`src/rtl/ewc_pkg.sv`:
```
package ewc_pkg;
  localparam int unsigned WCNT_W = 3;

  typedef enum logic [2:0] {
    ST_IDLE,
    ST_SETUP,
    ST_WAIT,
    ST_ACKWAIT,
    ST_DONE
  } ewc_state_e;
endpackage

```
`src/rtl/ewc_bank_decode.sv`:
```
module ewc_bank_decode #(
  parameter int unsigned NB = 4,
  parameter int unsigned WW = 3,
  localparam int unsigned BB = $clog2(NB)
) (
  input  logic [BB-1:0]    bank_idx,
  input  logic [NB*WW-1:0] cfg,
  output logic [NB-1:0]    sel_onehot,
  output logic [WW-1:0]    wait_cnt
);
  for (genvar b = 0; b < NB; b++) begin : g_sel
    assign sel_onehot[b] = (bank_idx == BB'(b));
  end

  assign wait_cnt = cfg[int'(bank_idx)*WW +: WW];
endmodule

```
`src/rtl/ewc_wait_count.sv`:
```
module ewc_wait_count #(
  parameter int unsigned WW = 3
) (
  input  logic          clk,
  input  logic          rst_n,
  input  logic          load,
  input  logic [WW-1:0] load_val,
  input  logic          dec,
  output logic          zero
);
  logic [WW-1:0] cnt_q, cnt_d;

  always_comb begin
    cnt_d = cnt_q;
    if (load)     cnt_d = load_val;
    else if (dec) cnt_d = cnt_q - 1'b1;
  end

  always_ff @(posedge clk or negedge rst_n) begin
    if (!rst_n)           cnt_q <= '0;
    else if (load || dec) cnt_q <= cnt_d;
  end

  assign zero = (cnt_q == '0);

  // the sequencer never counts below zero
  p_no_underflow_r3: assert property (@(posedge clk) disable iff (!rst_n)
    (dec && !load) |-> (cnt_q != '0));
endmodule

```
`src/rtl/ewc_seq.sv`:
```
module ewc_seq
  import ewc_pkg::*;
(
  input  logic clk,
  input  logic rst_n,
  input  logic req,
  input  logic stall,
  input  logic ack,
  input  logic cnt_zero,
  output logic accept,
  output logic cnt_load,
  output logic cnt_dec,
  output logic capture,
  output logic addr_phase,
  output logic strobe,
  output logic done
);
  ewc_state_e state_q, state_d;

  always_comb begin
    state_d  = state_q;
    accept   = 1'b0;
    cnt_load = 1'b0;
    cnt_dec  = 1'b0;
    capture  = 1'b0;
    unique case (state_q)
      ST_IDLE: if (req) begin
        accept  = 1'b1;
        state_d = ST_SETUP;
      end
      ST_SETUP: if (!stall) begin
        cnt_load = 1'b1;
        state_d  = ST_WAIT;
      end
      ST_WAIT: if (!stall) begin
        if (!cnt_zero) cnt_dec = 1'b1;
        else if (ack) begin
          capture = 1'b1;
          state_d = ST_DONE;
        end else state_d = ST_ACKWAIT;
      end
      ST_ACKWAIT: if (!stall && ack) begin
        capture = 1'b1;
        state_d = ST_DONE;
      end
      ST_DONE: state_d = ST_IDLE;
      default: state_d = ST_IDLE;
    endcase
  end

  always_ff @(posedge clk or negedge rst_n) begin
    if (!rst_n) state_q <= ST_IDLE;
    else        state_q <= state_d;
  end

  assign strobe     = (state_q == ST_WAIT) || (state_q == ST_ACKWAIT);
  assign addr_phase = strobe || (state_q == ST_SETUP);
  assign done       = (state_q == ST_DONE);

  p_done_pulse_r8: assert property (@(posedge clk) disable iff (!rst_n)
    done |=> !done);
  p_stall_hold_r10: assert property (@(posedge clk) disable iff (!rst_n)
    (stall && addr_phase) |=> $stable(state_q));
  p_ack_hold_r4: assert property (@(posedge clk) disable iff (!rst_n)
    ((state_q == ST_ACKWAIT) && !ack) |=> (state_q == ST_ACKWAIT));
endmodule

```
`src/rtl/xbus_waitstate_ctl.sv`:
```
module xbus_waitstate_ctl #(
  parameter int unsigned AW = 32,
  parameter int unsigned DW = 32,
  parameter int unsigned NB = 4,
  localparam int unsigned WW = ewc_pkg::WCNT_W,
  localparam int unsigned BB = $clog2(NB)
) (
  input  logic             clk,
  input  logic             rst_n,
  input  logic             core_req,
  input  logic             core_we,
  input  logic [AW-1:0]    core_addr,
  input  logic [DW-1:0]    core_wdata,
  output logic [DW-1:0]    core_rdata,
  output logic             core_done,
  input  logic [NB*WW-1:0] cfg_wait,
  output logic [AW-1:0]    ext_addr,
  output logic [DW-1:0]    ext_wdata,
  input  logic [DW-1:0]    ext_rdata,
  output logic [NB-1:0]    ext_bsel,
  output logic             ext_rd,
  output logic             ext_wr,
  output logic             ext_oe,
  input  logic             ext_ack,
  input  logic             ext_suspend
);
  logic [1:0]    rs_q;
  logic          rst_sync_n;
  logic [AW-1:0] addr_q;
  logic [DW-1:0] wdata_q, rdata_q;
  logic          we_q, oe_q, stall;
  logic          accept, cnt_load, cnt_dec, capture, addr_phase, strobe, done;
  logic          cnt_zero;
  logic [NB-1:0] sel_onehot;
  logic [WW-1:0] wait_cnt;

  always_ff @(posedge clk or negedge rst_n) begin
    if (!rst_n) rs_q <= 2'b00;
    else        rs_q <= {rs_q[0], 1'b1};
  end
  assign rst_sync_n = rs_q[1];

  always_ff @(posedge clk or negedge rst_sync_n) begin
    if (!rst_sync_n) begin
      addr_q  <= '0;
      wdata_q <= '0;
      we_q    <= 1'b0;
    end else if (accept) begin
      addr_q  <= core_addr;
      wdata_q <= core_wdata;
      we_q    <= core_we;
    end
  end

  always_ff @(posedge clk or negedge rst_sync_n) begin
    if (!rst_sync_n)  rdata_q <= '0;
    else if (capture) rdata_q <= ext_rdata;
  end

  always_ff @(posedge clk or negedge rst_sync_n) begin
    if (!rst_sync_n) oe_q <= 1'b1;
    else             oe_q <= ~ext_suspend;
  end

  assign stall = ext_suspend | ~oe_q;

  ewc_bank_decode #(.NB(NB), .WW(WW)) i_dec (
    .bank_idx   (addr_q[AW-1 -: BB]),
    .cfg        (cfg_wait),
    .sel_onehot (sel_onehot),
    .wait_cnt   (wait_cnt)
  );

  ewc_wait_count #(.WW(WW)) i_cnt (
    .clk      (clk),
    .rst_n    (rst_sync_n),
    .load     (cnt_load),
    .load_val (wait_cnt),
    .dec      (cnt_dec),
    .zero     (cnt_zero)
  );

  ewc_seq i_seq (
    .clk        (clk),
    .rst_n      (rst_sync_n),
    .req        (core_req),
    .stall      (stall),
    .ack        (ext_ack),
    .cnt_zero   (cnt_zero),
    .accept     (accept),
    .cnt_load   (cnt_load),
    .cnt_dec    (cnt_dec),
    .capture    (capture),
    .addr_phase (addr_phase),
    .strobe     (strobe),
    .done       (done)
  );

  assign ext_addr   = addr_q;
  assign ext_wdata  = wdata_q;
  assign ext_bsel   = addr_phase ? sel_onehot : '0;
  assign ext_rd     = strobe & ~we_q;
  assign ext_wr     = strobe & we_q;
  assign ext_oe     = oe_q;
  assign core_done  = done;
  assign core_rdata = rdata_q;

  p_bsel_onehot_r2: assert property (@(posedge clk) disable iff (!rst_sync_n)
    $onehot0(ext_bsel));
  p_strobe_excl_r6: assert property (@(posedge clk) disable iff (!rst_sync_n)
    !(ext_rd && ext_wr));
  p_suspend_float_r9: assert property (@(posedge clk) disable iff (!rst_sync_n)
    ext_suspend |=> !ext_oe);
  p_done_after_strobe_r7: assert property (@(posedge clk) disable iff (!rst_sync_n)
    core_done |-> $past(ext_rd || ext_wr));
endmodule

```
`config.mk`:
```
export PLATFORM = sky130hd
export DESIGN_NAME = xbus_waitstate_ctl
export DESIGN_NICKNAME = d
export VERILOG_FILES = /design/src/rtl/ewc_pkg.sv /design/src/rtl/ewc_bank_decode.sv /design/src/rtl/ewc_wait_count.sv /design/src/rtl/ewc_seq.sv /design/src/rtl/xbus_waitstate_ctl.sv
export SDC_FILE = /design/constraint.sdc
export NUM_CORES = 1
export LEC_CHECK = 0
export BUFFER_PORTS_ARGS = -buffer_cell sky130_fd_sc_hd__buf_2
export CORE_MARGIN = 2
export CORE_UTILIZATION = 40
export DETAILED_ROUTE_END_ITERATION = 16
export PLACE_DENSITY = 0.71
export SLEW_MARGIN = 40
export SYNTH_ARGS = -nofsm -noshare
export SYNTH_HDL_FRONTEND = slang
export SYNTH_HIERARCHICAL = 1
export SYNTH_SLANG_ARGS = --single-unit
export TNS_END_PERCENT = 20
```
`constraint.sdc`:
```
create_clock -name clk -period 4.5 [get_ports clk]
set_input_delay 0 -clock clk [delete_from_list [all_inputs] [get_ports clk]]
set_output_delay 0 -clock clk [all_outputs]
set_load 0.01 [all_outputs]
```
==> summary.txt <==
STA
  • Final max-slew violation count: 0
  • Fmax: between 400 and 500 MHz
  • WHS: ~0.080 ns
  • # setup viols final: 0
  • Final Hold Viols: 0
  • RSZ-0062 raised after global routing: no
  • Slew headroom: 46.84%
  • Actual slew at the worst max-slew pin: 0.7974 ns
  • Crit share post-route: a little under half
  • Clock Skew: about 0.017 ns
  • Sum Neg Setup Slack: 0 ns
  • Post-route minimum period: 2.103 ns

Power and ir drop
  • Gate power share: 44.1%
  • Psw: 1.375 mW
  • Clock power share: ~15%
  • Max IR drop VDD: 0.3069 mV
  • Switching Share: 33.27%
  • Flop pwr share: roughly 41%
  • Pint: 2.758 mW
  • Design Power: ~4.1 mW
  • PwrDens: 601.4 nW/µm²
  • Leakage power: between 3 and 4 nW

Drt
  • Vias per cell: about 4.5
  • DR iter-0 viols: 100
  • Post-route ant nets: 0
  • Vias: 3324
  • Total wire length: about 11000 µm
  • Drt drc: 0
  • WL/cell: between 15 and 20 µm
  • DRT Pass-1 Iters: 4

Logic synthesis
  • Post-synth top cells: 105 x dfrtp_1, 57 x mux2_4, 38 x mux2_2
  • Syn Std Cell Area: about 4500 µm²
  • Netlist cell types: 28
  • XOR/XNOR Fraction of Synth Area: 0.1964%
  • Synth area leader: dfrtp_1
  • Top cell type's share of synthesized area: slightly below 60%
  • Simple-Gate Fraction of Synth Area: under 10%
  • Avg Cell Area, Syn: ~17 µm²
  • Cell with the most instances after synthesis: dfrtp_1
  • Cell count after synthesis: around 270
  • Number of synthesized flops with an enable pin: 0
  • Compound-gate portion of the synthesized area: 1.346%
  • Main synth FF type: dfrtp_1
  • Post-Syn Nets: 384
  • Post-synthesis async set-or-reset flop share: 100.0%
  • Synth warn: 6
  • Yosys reg bits: about 110
  • Adder-cell area share of the yosys netlist: less than 1%
  • Largest family of logic cells by synthesized area: multiplexers
  • Multiplexer share of the synthesized area: 30.80%
  • Seq/Total Area, Yosys: between 50% and 60%
  • Synth area leaders: dfrtp_1 59%, mux2_4 19%, mux2_2 9.6%

Floorplan
  • Die Ht: between 100 and 150 µm
  • Initial Util: about two fifths
  • Chip Width: 109.6 µm
  • IO Pins: 218
  • Site Rows: 38
  • Core Region: 10840 µm²
  • DIE AREA: approximately 12000 µm²

Min path
  • Hold path depth: 4
  • Worst Hold End: i_cnt/cnt_q[2]$_DFFE_PN0P_
  • Critical hold path startpoint: cfg_wait[11]
  • HP Class: input pin to flip-flop

Layout
  • Final Util: ~63%
  • FF/Latch Area: 2658 µm²
  • Design Area, Final: ~6900 µm²
  • Ant. Diodes: 0
  • Filler Cell Count: slightly below 800
  • Synth-to-layout area growth: 54.05%
  • Multi-input gate area: 1682 µm²
  • Layout cell share with drive strength beyond 1: about 58%
  • # nets final: 704

Global routing
  • Initial antenna violation count: 0
  • Vias in the first global route: about 3500
  • Grt total ovfl: 0
  • All-Layer GR Usage: 18.65%
  • First-pass GRT wire length: ~17000 µm
  • Largest net degree at the start of global routing: between 60 and 70

Flow run
  • Max_cap viols: 0

CTS
  • Post CTS Setup Buffer Count: 0
  • Clk_lat worst skew: 0.37 ns
  • H-tree depth: 3
  • Clk buf depth: 2
  • Clock sinks: 106
  • Total CTS buffers: 9
  • Clock slew at reported path FFs: roughly 0.10 ns
  • Post_cts resized: 0
  • CTS tree: yes
  • Root Buffer: clkbuf_8

Setup path
  • FF-to-FF End: core_rdata[15]$_DFFE_PN0P_
  • Worst Setup Start Kind: flip-flop
  • WP data required: between 4 and 5 ns
  • Reg2reg path depth: 7
  • CP max FO: 19
  • Crit path capture type: flip-flop
  • Crit path arrival time: ~2.4 ns
  • Internal reg-to-reg setup slack: between 2 and 2.5 ns
  • RR Startpoint: i_cnt/cnt_q[0]$_DFFE_PN0P_
  • Crit path kind: flip-flop to flip-flop

Place
  • Post-DP HPWL: 7088 µm
  • I/O Buffers: approximately 220
  • Placement Cell Area: 5649 µm²
  • GPL Wtd Cong: between 0.7 and 0.8

Outcome
  • Status: finished, final reports clean
## state kept, by name (all words and copies together), names as in the netlist
register and count:
ext_oe 1, i_seq/state_q 3, rs_q 2, ext_addr 32, core_rdata 32, i_cnt/cnt_q 3, we_q 1, ext_wdata 32
## timing repair
| action | in CTS | in global routing |
|---|---|---|
| endpoints found under the setup margin | 0 | 0 |
| hold endpoints to repair | 101 | 0 |
| hold buffers | 101 | 0 |
## metrics by stage
| step | setup slack (ns) | cells |
|---|---|---|
| after floorplan | 1.330 | 268 |
| after global placement | 2.278 | 615 |
| after detailed placement | 2.408 | 616 |
| after CTS | 2.398 | 733 |
| after global routing | 2.287 | 733 |
| final | 2.397 | 733 |
## kinds of logic after synthesis
group                    after synthesis
adder cells (fa/ha/maj)                2
AO/OA/AOI/OAI                          8
XOR/XNOR                               1
other                                  1
AND/OR/NAND/NOR                       34
flip-flops                           106
multiplexers                         100
buffers and inverters                 16
## layout make-up
class / count / area share (%)
flip-flops and latches: 106 / 38.67
well taps: 140 / 2.549
clock inverters: 6 / 1.020
inverters: 4 / 0.2185
clock buffers: 10 / 2.003
repair buffers: 321 / 31.06
multi-input cells: 146 / 24.47
## how the worst max path moves through the flow
stage,start,endpoint,slack (ns)
floorplan,rs_q[1]$_DFF_PN0_,core_rdata[0]$_DFFE_PN0P_,1.33
global placement,i_cnt/cnt_q[0]$_DFFE_PN0P_,core_rdata[28]$_DFFE_PN0P_,2.28
detailed placement,i_cnt/cnt_q[0]$_DFFE_PN0P_,core_rdata[28]$_DFFE_PN0P_,2.41
CTS,i_cnt/cnt_q[0]$_DFFE_PN0P_,core_rdata[15]$_DFFE_PN0P_,2.40
global route,i_cnt/cnt_q[0]$_DFFE_PN0P_,core_rdata[15]$_DFFE_PN0P_,2.29
finish,i_cnt/cnt_q[0]$_DFFE_PN0P_,core_rdata[15]$_DFFE_PN0P_,2.40
## power groups by stage
stage | Sequential [mW] | Clock, mW | Combinational (mW)
detailed placement | 1.71 | 0 | 1.75
global placement | 1.70 | 0 | 1.71
floorplan | 1.90 | 0 | 0.907
global route | 1.77 | 0.667 | 1.96
CTS | 1.70 | 0.627 | 1.82
finish | 1.71 | 0.605 | 1.82
## critical path, stage by stage, from the launching register on
cell	delay, ns
dfrtp_1	0.40
inv_1	0.06
ha_1	0.13
ha_1	0.18
o21ai_0	0.19
nor2_4	0.41
buf_8	0.26
mux2_2	0.36
## cell usage in the layout, fill, tap and decap left out
master / Yosys / layout
nand2b_1: 3 / 3
nand2b_4: 1 / 1
clkinv_2: 0 / 1
o21ai_1: 1 / 1
clkbuf_8: 0 / 10
bufinv_16: 0 / 1
clkinv_4: 0 / 1
xnor2_1: 1 / 1
conb_1: 1 / 1
nor2_1: 9 / 8
nand2_1: 4 / 4
nor3b_2: 0 / 1
buf_6: 10 / 2
nor2_4: 0 / 1
o32ai_1: 1 / 1
ha_1: 2 / 2
a21oi_1: 1 / 1
o31ai_2: 2 / 2
and2_1: 9 / 9
buf_2: 2 / 217
inv_6: 0 / 3
dlygate4sd3_1: 0 / 101
dfrtp_1: 105 / 104
and2b_1: 2 / 2
mux2_4: 57 / 57
nor2b_4: 1 / 1
o21ai_0: 2 / 2
mux4_2: 3 / 3
dfstp_2: 1 / 1
nor2b_1: 3 / 3
buf_8: 0 / 1
nor3_1: 1 / 1
mux2_1: 2 / 2
inv_1: 4 / 4
mux2_2: 38 / 38
dfrtp_4: 0 / 1
o22ai_1: 1 / 1
## metal layers
| layer | track usage [%] | part of all wire (%) | vias to the layer above |
|---|---|---|---|
| li1 | - | - | 1566 |
| met1 | 22.09 | 41 | 1591 |
| met2 | 32.23 | 50 | 147 |
| met3 | 4.446 | 7.1 | 20 |
| met4 | 8.137 | 2.3 | 0 |
| met5 | 0 | 0 | - |
Power figures use the tool's default switching activity.
